File: src/rtl/fec_pkg.sv
package fec_pkg;
  typedef enum logic [1:0] {
    S_IDLE  = 2'd0,
    S_EVAL  = 2'd1,
    S_BUILD = 2'd2,
    S_FINISH = 2'd3
  } fec_state_e;
endpackage

File: src/rtl/fec_store.sv
// Matrix storage: media words, parity words and their received flags.
module fec_store #(
  parameter int L = 4,
  parameter int D = 4,
  parameter int W = 8,
  parameter int WORDS = 4,
  localparam int SLOTS = L * D,
  localparam int SW = $clog2(SLOTS),
  localparam int WW = $clog2(WORDS),
  localparam int IW = $clog2((L > D) ? L : D),
  localparam int MA = $clog2(SLOTS * WORDS),
  localparam int CA = $clog2(L * WORDS),
  localparam int RA = $clog2(D * WORDS)
) (
  input  logic                              clk,
  input  logic                              rst_n,
  input  logic                              ext_en,
  input  logic                              media_we,
  input  logic [SW-1:0]                     media_slot,
  input  logic [WW-1:0]                     media_word,
  input  logic [W-1:0]                      media_data,
  input  logic                              par_we,
  input  logic                              par_row,
  input  logic [IW-1:0]                     par_idx,
  input  logic [WW-1:0]                     par_word,
  input  logic [W-1:0]                      par_data,
  input  logic                              rec_we,
  input  logic [SW-1:0]                     rec_slot,
  input  logic [WW-1:0]                     rec_word,
  input  logic [W-1:0]                      rec_data,
  input  logic                              clear,
  output logic [SLOTS*WORDS-1:0][W-1:0]     media,
  output logic [SLOTS-1:0]                  rcvd,
  output logic [L*WORDS-1:0][W-1:0]         colp,
  output logic [D*WORDS-1:0][W-1:0]         rowp,
  output logic [L-1:0]                      col_ok,
  output logic [D-1:0]                      row_ok
);
  logic          m_ext, c_ext, r_ext, m_wr;
  logic [MA-1:0] m_addr;
  logic [W-1:0]  m_data;
  logic [CA-1:0] c_addr;
  logic [RA-1:0] r_addr;
  logic          last_m, last_p, last_r;

  logic [SLOTS-1:0] rcvd_d, rcvd_q;
  logic [L-1:0]     col_ok_d, col_ok_q;
  logic [D-1:0]     row_ok_d, row_ok_q;

  assign m_ext  = ext_en && media_we && ({1'b0, media_slot} < (SW+1)'(SLOTS));
  assign c_ext  = ext_en && par_we && !par_row && ({1'b0, par_idx} < (IW+1)'(L));
  assign r_ext  = ext_en && par_we &&  par_row && ({1'b0, par_idx} < (IW+1)'(D));
  assign last_m = (media_word == WW'(WORDS - 1));
  assign last_p = (par_word == WW'(WORDS - 1));
  assign last_r = (rec_word == WW'(WORDS - 1));

  always_comb begin
    m_wr = rec_we || m_ext;
    if (rec_we) begin
      m_addr = MA'(rec_slot) * MA'(WORDS) + MA'(rec_word);
      m_data = rec_data;
    end else begin
      m_addr = MA'(media_slot) * MA'(WORDS) + MA'(media_word);
      m_data = media_data;
    end
    c_addr = CA'(par_idx) * CA'(WORDS) + CA'(par_word);
    r_addr = RA'(par_idx) * RA'(WORDS) + RA'(par_word);
  end

  // Data words: write-enabled, no reset needed.
  always_ff @(posedge clk) begin
    if (m_wr)  media[m_addr] <= m_data;
    if (c_ext) colp[c_addr]  <= par_data;
    if (r_ext) rowp[r_addr]  <= par_data;
  end

  always_comb begin
    rcvd_d   = rcvd_q;
    col_ok_d = col_ok_q;
    row_ok_d = row_ok_q;
    if (clear) begin
      rcvd_d   = '0;
      col_ok_d = '0;
      row_ok_d = '0;
    end else begin
      if (m_ext && last_m)   rcvd_d[media_slot] = 1'b1;
      if (rec_we && last_r)  rcvd_d[rec_slot] = 1'b1;
      if (c_ext && last_p)   col_ok_d[$clog2(L)'(par_idx)] = 1'b1;
      if (r_ext && last_p)   row_ok_d[$clog2(D)'(par_idx)] = 1'b1;
    end
  end

  always_ff @(posedge clk or negedge rst_n) begin
    if (!rst_n) begin
      rcvd_q   <= '0;
      col_ok_q <= '0;
      row_ok_q <= '0;
    end else begin
      rcvd_q   <= rcvd_d;
      col_ok_q <= col_ok_d;
      row_ok_q <= row_ok_d;
    end
  end

  assign rcvd   = rcvd_q;
  assign col_ok = col_ok_q;
  assign row_ok = row_ok_q;

  AST_IGNORE_BUSY: assert property (@(posedge clk) disable iff (!rst_n)
    (!ext_en && !clear) |=> ($stable(col_ok_q) && $stable(row_ok_q)));
endmodule

File: src/rtl/fec_line_eval.sv
// Examines one column or row: missing count, missing slot, parity presence,
// and the XOR rebuild of one word position.
module fec_line_eval #(
  parameter int L = 4,
  parameter int D = 4,
  parameter int W = 8,
  parameter int WORDS = 4,
  localparam int SLOTS = L * D,
  localparam int SW = $clog2(SLOTS),
  localparam int WW = $clog2(WORDS),
  localparam int IW = $clog2((L > D) ? L : D),
  localparam int MA = $clog2(SLOTS * WORDS),
  localparam int CA = $clog2(L * WORDS),
  localparam int RA = $clog2(D * WORDS)
) (
  input  logic                          dim_row,
  input  logic [IW-1:0]                 idx,
  input  logic [WW-1:0]                 word,
  input  logic [SLOTS*WORDS-1:0][W-1:0] media,
  input  logic [SLOTS-1:0]              rcvd,
  input  logic [L*WORDS-1:0][W-1:0]     colp,
  input  logic [D*WORDS-1:0][W-1:0]     rowp,
  input  logic [L-1:0]                  col_ok,
  input  logic [D-1:0]                  row_ok,
  output logic                          miss_one,
  output logic [SW-1:0]                 miss_slot,
  output logic                          par_ok,
  output logic [W-1:0]                  rebuilt
);
  logic [1:0] cnt;

  always_comb begin
    cnt       = '0;
    miss_slot = '0;
    rebuilt   = '0;
    par_ok    = 1'b0;
    if (!dim_row) begin
      for (int r = 0; r < D; r++) begin
        if (!rcvd[SW'(r * L + int'(idx))]) begin
          if (cnt != 2'd2) cnt = cnt + 2'd1;
          miss_slot = SW'(r * L + int'(idx));
        end else begin
          rebuilt = rebuilt ^ media[MA'((r * L + int'(idx)) * WORDS + int'(word))];
        end
      end
      rebuilt = rebuilt ^ colp[CA'(int'(idx) * WORDS + int'(word))];
      par_ok  = col_ok[$clog2(L)'(idx)];
    end else begin
      for (int c = 0; c < L; c++) begin
        if (!rcvd[SW'(int'(idx) * L + c)]) begin
          if (cnt != 2'd2) cnt = cnt + 2'd1;
          miss_slot = SW'(int'(idx) * L + c);
        end else begin
          rebuilt = rebuilt ^ media[MA'((int'(idx) * L + c) * WORDS + int'(word))];
        end
      end
      rebuilt = rebuilt ^ rowp[RA'(int'(idx) * WORDS + int'(word))];
      par_ok  = row_ok[$clog2(D)'(idx)];
    end
  end

  assign miss_one = (cnt == 2'd1);
endmodule

File: src/rtl/fec_xor_recover.sv
// Top: sweep controller alternating column and row passes.
module fec_xor_recover
  import fec_pkg::*;
#(
  parameter int L = 4,
  parameter int D = 4,
  parameter int W = 8,
  parameter int WORDS = 4,
  localparam int SLOTS = L * D,
  localparam int SW = $clog2(SLOTS),
  localparam int WW = $clog2(WORDS),
  localparam int IW = $clog2((L > D) ? L : D),
  localparam int CW = $clog2(SLOTS + 1),
  localparam int MAX_PASS = 2 * L + 2,
  localparam int PW = $clog2(MAX_PASS + 1)
) (
  input  logic          clk,
  input  logic          rst_n,
  input  logic          media_we,
  input  logic [SW-1:0] media_slot,
  input  logic [WW-1:0] media_word,
  input  logic [W-1:0]  media_data,
  input  logic          par_we,
  input  logic          par_row,
  input  logic [IW-1:0] par_idx,
  input  logic [WW-1:0] par_word,
  input  logic [W-1:0]  par_data,
  input  logic          close,
  output logic          busy,
  output logic          out_valid,
  output logic          out_first,
  output logic [SW-1:0] out_slot,
  output logic [WW-1:0] out_word,
  output logic [W-1:0]  out_data,
  output logic          done,
  output logic [CW-1:0] unrec_cnt
);
  logic [1:0] rst_sync_q;
  logic       rst_ni;

  always_ff @(posedge clk or negedge rst_n) begin
    if (!rst_n) rst_sync_q <= '0;
    else        rst_sync_q <= {rst_sync_q[0], 1'b1};
  end
  assign rst_ni = rst_sync_q[1];

  fec_state_e    state_q, state_d;
  logic          dim_q, dim_d, prog_q, prog_d;
  logic [IW-1:0] idx_q, idx_d, last_idx;
  logic [WW-1:0] word_q, word_d;
  logic [PW-1:0] pass_q, pass_d;
  logic [SW-1:0] slot_q, slot_d;

  logic [SLOTS*WORDS-1:0][W-1:0] media;
  logic [SLOTS-1:0]              rcvd;
  logic [L*WORDS-1:0][W-1:0]     colp;
  logic [D*WORDS-1:0][W-1:0]     rowp;
  logic [L-1:0]                  col_ok;
  logic [D-1:0]                  row_ok;
  logic                          miss_one, par_ok;
  logic [SW-1:0]                 miss_slot;
  logic [W-1:0]                  rebuilt;
  logic                          building;

  assign building = (state_q == S_BUILD);

  fec_store #(.L(L), .D(D), .W(W), .WORDS(WORDS)) u_store (
    .clk(clk), .rst_n(rst_ni), .ext_en(state_q == S_IDLE),
    .media_we(media_we), .media_slot(media_slot), .media_word(media_word),
    .media_data(media_data), .par_we(par_we), .par_row(par_row),
    .par_idx(par_idx), .par_word(par_word), .par_data(par_data),
    .rec_we(building), .rec_slot(slot_q), .rec_word(word_q), .rec_data(rebuilt),
    .clear(state_q == S_FINISH), .media(media), .rcvd(rcvd), .colp(colp),
    .rowp(rowp), .col_ok(col_ok), .row_ok(row_ok)
  );

  fec_line_eval #(.L(L), .D(D), .W(W), .WORDS(WORDS)) u_eval (
    .dim_row(dim_q), .idx(idx_q), .word(word_q), .media(media), .rcvd(rcvd),
    .colp(colp), .rowp(rowp), .col_ok(col_ok), .row_ok(row_ok),
    .miss_one(miss_one), .miss_slot(miss_slot), .par_ok(par_ok), .rebuilt(rebuilt)
  );

  assign last_idx = dim_q ? IW'(D - 1) : IW'(L - 1);

  always_comb begin
    state_d = state_q;
    dim_d   = dim_q;
    idx_d   = idx_q;
    word_d  = word_q;
    pass_d  = pass_q;
    prog_d  = prog_q;
    slot_d  = slot_q;
    unique case (state_q)
      S_IDLE: if (close) begin
        state_d = S_EVAL;
        dim_d   = 1'b0;
        idx_d   = '0;
        pass_d  = '0;
        prog_d  = 1'b0;
      end
      S_EVAL: begin
        if (miss_one && par_ok) begin
          state_d = S_BUILD;
          word_d  = '0;
          slot_d  = miss_slot;
        end else if (idx_q != last_idx) begin
          idx_d = idx_q + 1'b1;
        end else begin
          pass_d = pass_q + 1'b1;
          if ((!prog_q && pass_q != '0) || (pass_d == PW'(MAX_PASS))) begin
            state_d = S_FINISH;
          end else begin
            dim_d  = ~dim_q;
            idx_d  = '0;
            prog_d = 1'b0;
          end
        end
      end
      S_BUILD: begin
        word_d = word_q + 1'b1;
        if (word_q == WW'(WORDS - 1)) begin
          state_d = S_EVAL;
          prog_d  = 1'b1;
        end
      end
      S_FINISH: state_d = S_IDLE;
      default:  state_d = S_IDLE;
    endcase
  end

  always_ff @(posedge clk or negedge rst_ni) begin
    if (!rst_ni) begin
      state_q <= S_IDLE;
      dim_q   <= 1'b0;
      idx_q   <= '0;
      word_q  <= '0;
      pass_q  <= '0;
      prog_q  <= 1'b0;
      slot_q  <= '0;
    end else begin
      state_q <= state_d;
      dim_q   <= dim_d;
      idx_q   <= idx_d;
      word_q  <= word_d;
      pass_q  <= pass_d;
      prog_q  <= prog_d;
      slot_q  <= slot_d;
    end
  end

  always_comb begin
    unrec_cnt = CW'(SLOTS);
    for (int s = 0; s < SLOTS; s++) begin
      if (rcvd[s]) unrec_cnt = unrec_cnt - CW'(1);
    end
  end

  assign busy      = (state_q != S_IDLE);
  assign out_valid = building;
  assign out_first = building && (word_q == '0);
  assign out_slot  = slot_q;
  assign out_word  = word_q;
  assign out_data  = rebuilt;
  assign done      = (state_q == S_FINISH);

  AST_BUILD_ONE_MISSING: assert property (@(posedge clk) disable iff (!rst_ni)
    building |-> (miss_one && par_ok && miss_slot == slot_q));
  AST_WORD_SEQUENCE: assert property (@(posedge clk) disable iff (!rst_ni)
    (out_valid && out_word != '0) |-> (out_slot == $past(out_slot) && out_word == $past(out_word) + 1'b1));
  AST_PASS_LIMIT: assert property (@(posedge clk) disable iff (!rst_ni)
    pass_q <= PW'(MAX_PASS));
  AST_DONE_PULSE: assert property (@(posedge clk) disable iff (!rst_ni)
    done |=> (!done && !busy));
  AST_IDLE_QUIET: assert property (@(posedge clk) disable iff (!rst_ni)
    !busy |-> (!out_valid && !done));
endmodule

File: config.mk
export PLATFORM = sky130hd
export DESIGN_NAME = fec_xor_recover
export DESIGN_NICKNAME = d
export VERILOG_FILES = /design/src/rtl/fec_pkg.sv /design/src/rtl/fec_store.sv /design/src/rtl/fec_line_eval.sv /design/src/rtl/fec_xor_recover.sv
export SDC_FILE = /design/constraint.sdc
export NUM_CORES = 1
export LEC_CHECK = 0
export BUFFER_PORTS_ARGS = -buffer_cell sky130_fd_sc_hd__buf_2
export CORE_MARGIN = 3
export CORE_UTILIZATION = 53
export DETAILED_ROUTE_END_ITERATION = 12
export PLACE_DENSITY_LB_ADDON = 0.25
export SLEW_MARGIN = 20
export SYNTH_ARGS = -nofsm -noshare
export SYNTH_HDL_FRONTEND = slang
export SYNTH_SLANG_ARGS = --single-unit
File: constraint.sdc
create_clock -name clk -period 10.8 [get_ports clk]
set_input_delay 1.08 -clock clk [delete_from_list [all_inputs] [get_ports clk]]
set_output_delay 1.08 -clock clk [all_outputs]
set_load 0.02 [all_outputs]
======== Word-level counts from Yosys, hierarchy flattened ========
Index checks and enable logic that the tools add are counted.
Widths: inputs -> output; s select.
storage, ports and cells
  register bits after elaboration ......... 810
  latch bits .............................. 0
  bits in writable memories ............... 0
  ROM bits ................................ 0
  input port bits ......................... 32
  output and inout port bits .............. 23
  memories kept ........................... 0
cells by class
  add/subtract/negate cells ............... 41
  multipliers ............................. 0
  divide/modulo/power cells ............... 0
  order comparisons ....................... 28
  eq/ne operators ......................... 24
  shift operators ......................... 0
  multiplexer cells ....................... 171
  bitwise operators ....................... 13
  reduce and logical (&&, ||, !) cells .... 36
operators with widths
  cell                 count
  $bwmux 512           1
  $bmux 8 s6           8
  $mux 8               40
  $bwmux 128           2
  $mux 5               16
  $sub 5x1->5 const B  15
  $bmux 8 s4           2
  $lt 6x8->1 const B   8
  $mux 16              4
  $xor 8x8->8          8
  $mux 2               30
  $mux 4               15
  $demux 8 s6          1
  $lt 4x6->1 const B   8
  $add 6x3->6          6
  $demux 8 s4          1
  $or 16x16->16        2
  $mux 1               31
  $bmux 1 s4           6
  $ne 2x2->1 const B   12
  $add 6x2->6          3
  $add 2x1->2 const B  8
  $logic_and 1x1->1    16
  $lt 4x5->1 const B   3
  38 further kinds     67

======== Logic depth before layout (Yosys ltp) ========
  depth after elaboration ................. 31
  gate-level depth with buffers ........... 48
  gate-level depth less buffers ........... 48

======== Hierarchy ========
Synthesis repeated with hierarchy kept, for this count alone.
second synthesis, totals
  cells, all modules ...................... 2,244
  area, all modules ....................... 37,000.5 um^2
by module, submodules not included
  module           times used  cells each  area an instance (um^2)
  fec_store        1           1,073       25,259.2
  fec_line_eval    1           825         8,881.0
  fec_xor_recover  1           346         2,860.2

======== Worst setup path before layout ========
Ideal clock, no wire load.
  kind .................................... reg2out
  from .................................... register u_store.rcvd_q[0] (netlist: u_store.rcvd[0])
  to ...................................... output port unrec_cnt[4]
  arrival ................................. 8,630 ps
  data required time ...................... 9,720 ps
  setup slack ............................. 1,090 ps
  stages on the path, launching flop included .. 49
  path buffers ............................ 0
  cells stage by stage .................... dfrtp_1 -> inv_1 -> ha_1 -> mux2i_1 -> inv_1 -> mux2_2 -> ha_1 -> nor2b_1 -> a211oi_1 -> ha_1 -> nor2b_1 -> a21oi_1 -> nand2_1 -> inv_1 -> ha_1 -> nand2_1 -> o21ai_0 -> ha_1 -> [13 not listed] -> o21ai_0 -> o21ai_0 -> ha_1 -> nor2_1 -> nor2_1 -> ha_1 -> a21oi_1 -> nor2_1 -> ha_1 -> nand2_1 -> o31ai_1 -> ha_1 -> nand2_1 -> nor3_1 -> or3_1 -> o2111ai_1 -> mux2i_1 -> xnor2_1
on the way
  cells in the longest elaborated chain, start to end .. 31
RTL lines
  item                      line                    RTL
  start: declaration        fec_store.sv:46         logic [SLOTS-1:0] rcvd_d, rcvd_q;
  start signal: assignment  fec_store.sv:99         rcvd_q <= rcvd_d;
  $mux 5 (*)                fec_xor_recover.sv:154  if (rcvd[s]) unrec_cnt = unrec_cnt - CW'(1);
  $sub 5x1->5               fec_xor_recover.sv:154
  $mux 5 (*)                fec_xor_recover.sv:154
  $sub 5x1->5               fec_xor_recover.sv:154
  $mux 5 (*)                fec_xor_recover.sv:154
  $sub 5x1->5               fec_xor_recover.sv:154
  $mux 5 (*)                fec_xor_recover.sv:154
  $sub 5x1->5               fec_xor_recover.sv:154
  [15 not listed]           n/a
  $sub 5x1->5               fec_xor_recover.sv:154
  $mux 5 (*)                fec_xor_recover.sv:154
  $sub 5x1->5               fec_xor_recover.sv:154
  $mux 5 (*)                fec_xor_recover.sv:154
  $sub 5x1->5               fec_xor_recover.sv:154
  $mux 5 (*)                fec_xor_recover.sv:154
  $sub 5x1->5               fec_xor_recover.sv:154
  $mux 5 (*)                fec_xor_recover.sv:154
  end: declaration          fec_xor_recover.sv:36   output logic [CW-1:0] unrec_cnt
Every way passes the cells marked *; elsewhere a longest branch is shown, timed or not.

======== Final worst setup path ========
Ends and elaborated chain as after synthesis.

==> impl_table.tex <==
\begin{tabular}{lr}
\hline
Metric & Value \\
\hline
\multicolumn{2}{l}{\textbf{Run status}} \\
Outcome & complete, no violations \\
\multicolumn{2}{l}{\textbf{Layout}} \\
Footprint of the multi-input gates & 10800 um2 \\
Core occupancy in the finished layout & 59.6\% \\
Final net count & 2189 \\
Layout cells sized above 1 & 23.3\% \\
Ant diodes & 0 \\
Seq. cell area & 24100 um2 \\
Number of inserted filler cells in the final layout & 4792 \\
Post-route cell area & roughly 39000 um2 \\
Final cell count without fillers & a little over 3000 \\
Area growth from synthesis to layout & 11.0\% \\
\multicolumn{2}{l}{\textbf{Power and ir drop}} \\
Part of the power in registers & 31.3\% \\
Total power of the final layout & 12.1 mW \\
Total power divided by cell area & 307 nW/um2 \\
Clock network fraction of design power & 23.0\% \\
Net switching fraction of the power & 37.9\% \\
Net Switching & 4.57 mW \\
Logic pwr share & 45.8\% \\
Leakage power of the design & 12.4 nW \\
Cell internal pwr & 7.49 mW \\
IR drop worst, VDD & 0.316 mV \\
\multicolumn{2}{l}{\textbf{Critical path}} \\
FF-to-FF path depth & 13 \\
R2R Setup Slk & 5.25 ns \\
Endpoint type of the worst setup path & output port \\
Largest driver fanout on the critical path & 5 \\
Worst Path Buf+Inv & 5 \\
Cell repeated most along the worst path & ha\_1 \\
Slowest Stage Delay on Critical Path & 0.42 ns \\
Crit path max-delay cell type & dfrtp\_2 \\
Worst path arrival time & roughly 9.5 ns \\
Endpoint of the worst register-to-register path & u\_store.media[378] \\
Required arrival time at the worst endpoint & 9.72 ns \\
Setup crit start kind & register \\
Family with the most delay on the worst path & adder cells \\
Worst reg2reg startpoint & out\_word[1] \\
Crit path kind & register to output port \\
\multicolumn{2}{l}{\textbf{STA}} \\
Share of the clock period used by the worst path after layout & between 90\% and 100\% \\
Worst Clk Skew & about 0.028 ns \\
Final setup vio count & 0 \\
Slew at the pin with the worst max-slew slack & 1.11 ns \\
Final hold violation count & 0 \\
Highest Clock Rate & 95.0 MHz \\
Final-report max-slew violation count & 0 \\
Hold slack final & 0.218 ns \\
Final Critical Period & 10.53 ns \\
Headroom to the max-slew limit & 25.7\% \\
\multicolumn{2}{l}{\textbf{Logic synthesis}} \\
Count of different cell masters after synthesis & 71 \\
EDFF count, synth & 768 \\
Register area share after synthesis & 68.0\% \\
Share of flip-flops with an asynchronous set or reset & 5.19\% \\
Cell area after synthesis & 35400 um2 \\
Net count of the mapped netlist & 2136 \\
Count of state elements after synthesis & 810 \\
Most area-consuming cells after synthesis & edfxtp\_1, mux4\_2, dfrtp\_1, nor2\_1, xnor2\_1 \\
Synth top cells by count & edfxtp\_1, mux4\_2, nor2\_1 \\
Most common cell in the netlist & edfxtp\_1 \\
Post-synthesis instance total & 2072 \\
Top\_reg\_cell synth & edfxtp\_1 \\
Total number of yosys warnings & 0 \\
Dominant cell type by area after synthesis & edfxtp\_1 \\
Average footprint of a synthesized cell & 17.1 um2 \\
Fraction of post-synthesis cell area in the top cell type by area & 65.1\% \\
\multicolumn{2}{l}{\textbf{Detailed routing}} \\
Routed WL per cell & 28.9 um \\
Router iterations before antenna repair & 6 \\
Final wirelength & 88.1 mm \\
Detailed-route DRC error count & 0 \\
Via count of the routed design & 19618 \\
DR vias/cell & 6.43 \\
Iter 0 DRT Violations & 2567 \\
Number of nets still failing antenna checks after routing & 0 \\
\multicolumn{2}{l}{\textbf{Placement}} \\
HPWL reported at the end of detailed placement & 56.8 mm \\
Last weighted congestion value of the routability-driven placer & 0.923 \\
Port Buffers & 54 \\
Placed inst area & 36500 um2 \\
Post-Place Cells & 2894 \\
\multicolumn{2}{l}{\textbf{Floorplan}} \\
Top-Level Pins & 55 \\
Die height & 265 um \\
Die extent in x & 265 um \\
Area of the die & around 70000 um2 \\
Floorplan row count & 94 \\
Starting Density & about 54\% \\
Std-Cell Core Area & around 66000 um2 \\
\multicolumn{2}{l}{\textbf{Global route}} \\
Total global routing overflow & 0 \\
Total global routing track utilization & 25.4\% \\
Initial antenna violation count & 0 \\
Vias in the first global route & around 19000 \\
Pin count of the biggest net entering global routing & a little over 100 \\
Wire length of the first global-routing pass & 130 mm \\
\multicolumn{2}{l}{\textbf{Clock tree}} \\
Clock insertion delay at the later pin of the skew report & 0.64 ns \\
Clock tree from TritonCTS & yes \\
H-tree depth & 3 \\
Clock Root Buffer & clkbuf\_16 \\
Number of sinks driven by the clock tree & 810 \\
Worst-path clk slew & 0.06 ns \\
Buffer depth of the longest clock path & 3 \\
Number of CTS-inserted buffers & a little over 80 \\
\multicolumn{2}{l}{\textbf{Min path}} \\
Worst min-delay path category & input port to asynchronous set/reset pin \\
\multicolumn{2}{l}{\textbf{Run}} \\
Maxcap violations & 0 \\
\hline
\end{tabular}
registers in the layout, indices dropped and copies added, names as in the netlist, 4 cells and up:
register and count:
u_store.rowp 128, u_store.rcvd 16, pass_q 4, u_store.row_ok 4
out_slot 4, u_store.colp 128, u_store.col_ok 4, u_store.media 512
placed cells by master, fill, tap and decap left out, types with 13 or more instances in the layout:
| master | Yosys | routed |
|---|---|---|
| nand2b_1 | 30 | 30 |
| nand2_1 | 144 | 139 |
| edfxtp_1 | 768 | 768 |
| o211ai_1 | 19 | 19 |
| o21ai_0 | 66 | 62 |
| clkbuf_16 | 0 | 82 |
| xnor2_1 | 70 | 70 |
| mux2_2 | 13 | 13 |
| buf_2 | 34 | 53 |
| nand3_1 | 27 | 27 |
| clkinv_2 | 0 | 17 |
| mux2i_1 | 16 | 16 |
| dfrtp_1 | 42 | 34 |
| mux4_2 | 241 | 241 |
| a21oi_1 | 41 | 39 |
| xor2_1 | 32 | 32 |
| nor3_1 | 24 | 23 |
| buf_4 | 2 | 35 |
| nand4_1 | 13 | 13 |
| clkbuf_1 | 62 | 16 |
| inv_1 | 30 | 28 |
| clkinv_1 | 0 | 13 |
| ha_1 | 31 | 28 |
| nor2_1 | 211 | 206 |
cells by family after synthesis:
logic type	synth area share (%)
flip-flops	68.0
AO/OA/AOI/OAI	3.53
adder cells (fa/ha/maj)	1.18
XOR/XNOR	3.11
other	0.0106
multiplexers	16.2
buffers and inverters	1.73
AND/OR/NAND/NOR	6.21
repair_timing:
action	4_1_cts	5_1_grt
endpoints found under the setup margin	2	2
endpoints found under the hold margin	0	0
buffers inserted	6	6
gates resized for setup	17	18
hold buffers	0	0
pin swaps	2	6
routing by layer:
metal  GRT usage, %  vias up  routed length [um]  part of all wire (%)
li1               -     8260                   -                     -
met5              0        -                   0                     0
met1           38.1    10320               37000                    42
met3           4.36      131                7260                   8.2
met4           6.83        0                2340                   2.7
met2           39.3      907               41500                    47
final cells by class:
| class | instances | share of cell area [%] |
|---|---|---|
| clock buffers | 98 | 5.37 |
| clock inverters | 47 | 1.27 |
| inverters | 31 | 0.296 |
| multi-input cells | 1112 | 27.6 |
| flip-flops and latches | 810 | 61.4 |
| well taps | 864 | 2.75 |
| repair buffers | 89 | 1.39 |
how the worst max path moves through the flow:
stage / cells after the start / slack, ns / to / start
2_1_floorplan: 48 / 1.09 / unrec_cnt[4] / u_store.rcvd[0]
3_3_place_gp: 49 / 0.41 / unrec_cnt[4] / u_store.rcvd[0]
3_5_place_dp: 48 / 0.03 / unrec_cnt[4] / u_store.rcvd[0]
4_1_cts: 48 / 0.007 / unrec_cnt[4] / u_store.rcvd[0]
5_1_grt: 46 / -0.17 / unrec_cnt[4] / u_store.rcvd[2]
6_report: 48 / 0.27 / unrec_cnt[4] / u_store.rcvd[0]
power by group through the flow:
stage | logic (mW) | registers, mW | clock network (mW)
after floorplan | 3.84 | 3.67 | 0
after global placement | 5.02 | 3.83 | 0
after detailed placement | 5.12 | 3.83 | 0
after CTS | 5.25 | 3.77 | 2.80
after global routing | 5.90 | 3.79 | 2.93
final | 5.52 | 3.77 | 2.77
stage by stage:
stage / worst slack [ns] / setup TNS, ns
after detailed placement: 0.0256 / 0
final: 0.269 / 0
after CTS: 0.00740 / 0
after global placement: 0.405 / 0
after global routing: -0.171 / -0.171
after floorplan: 1.09 / 0
Note: power is estimated with default switching activity, not from simulation.
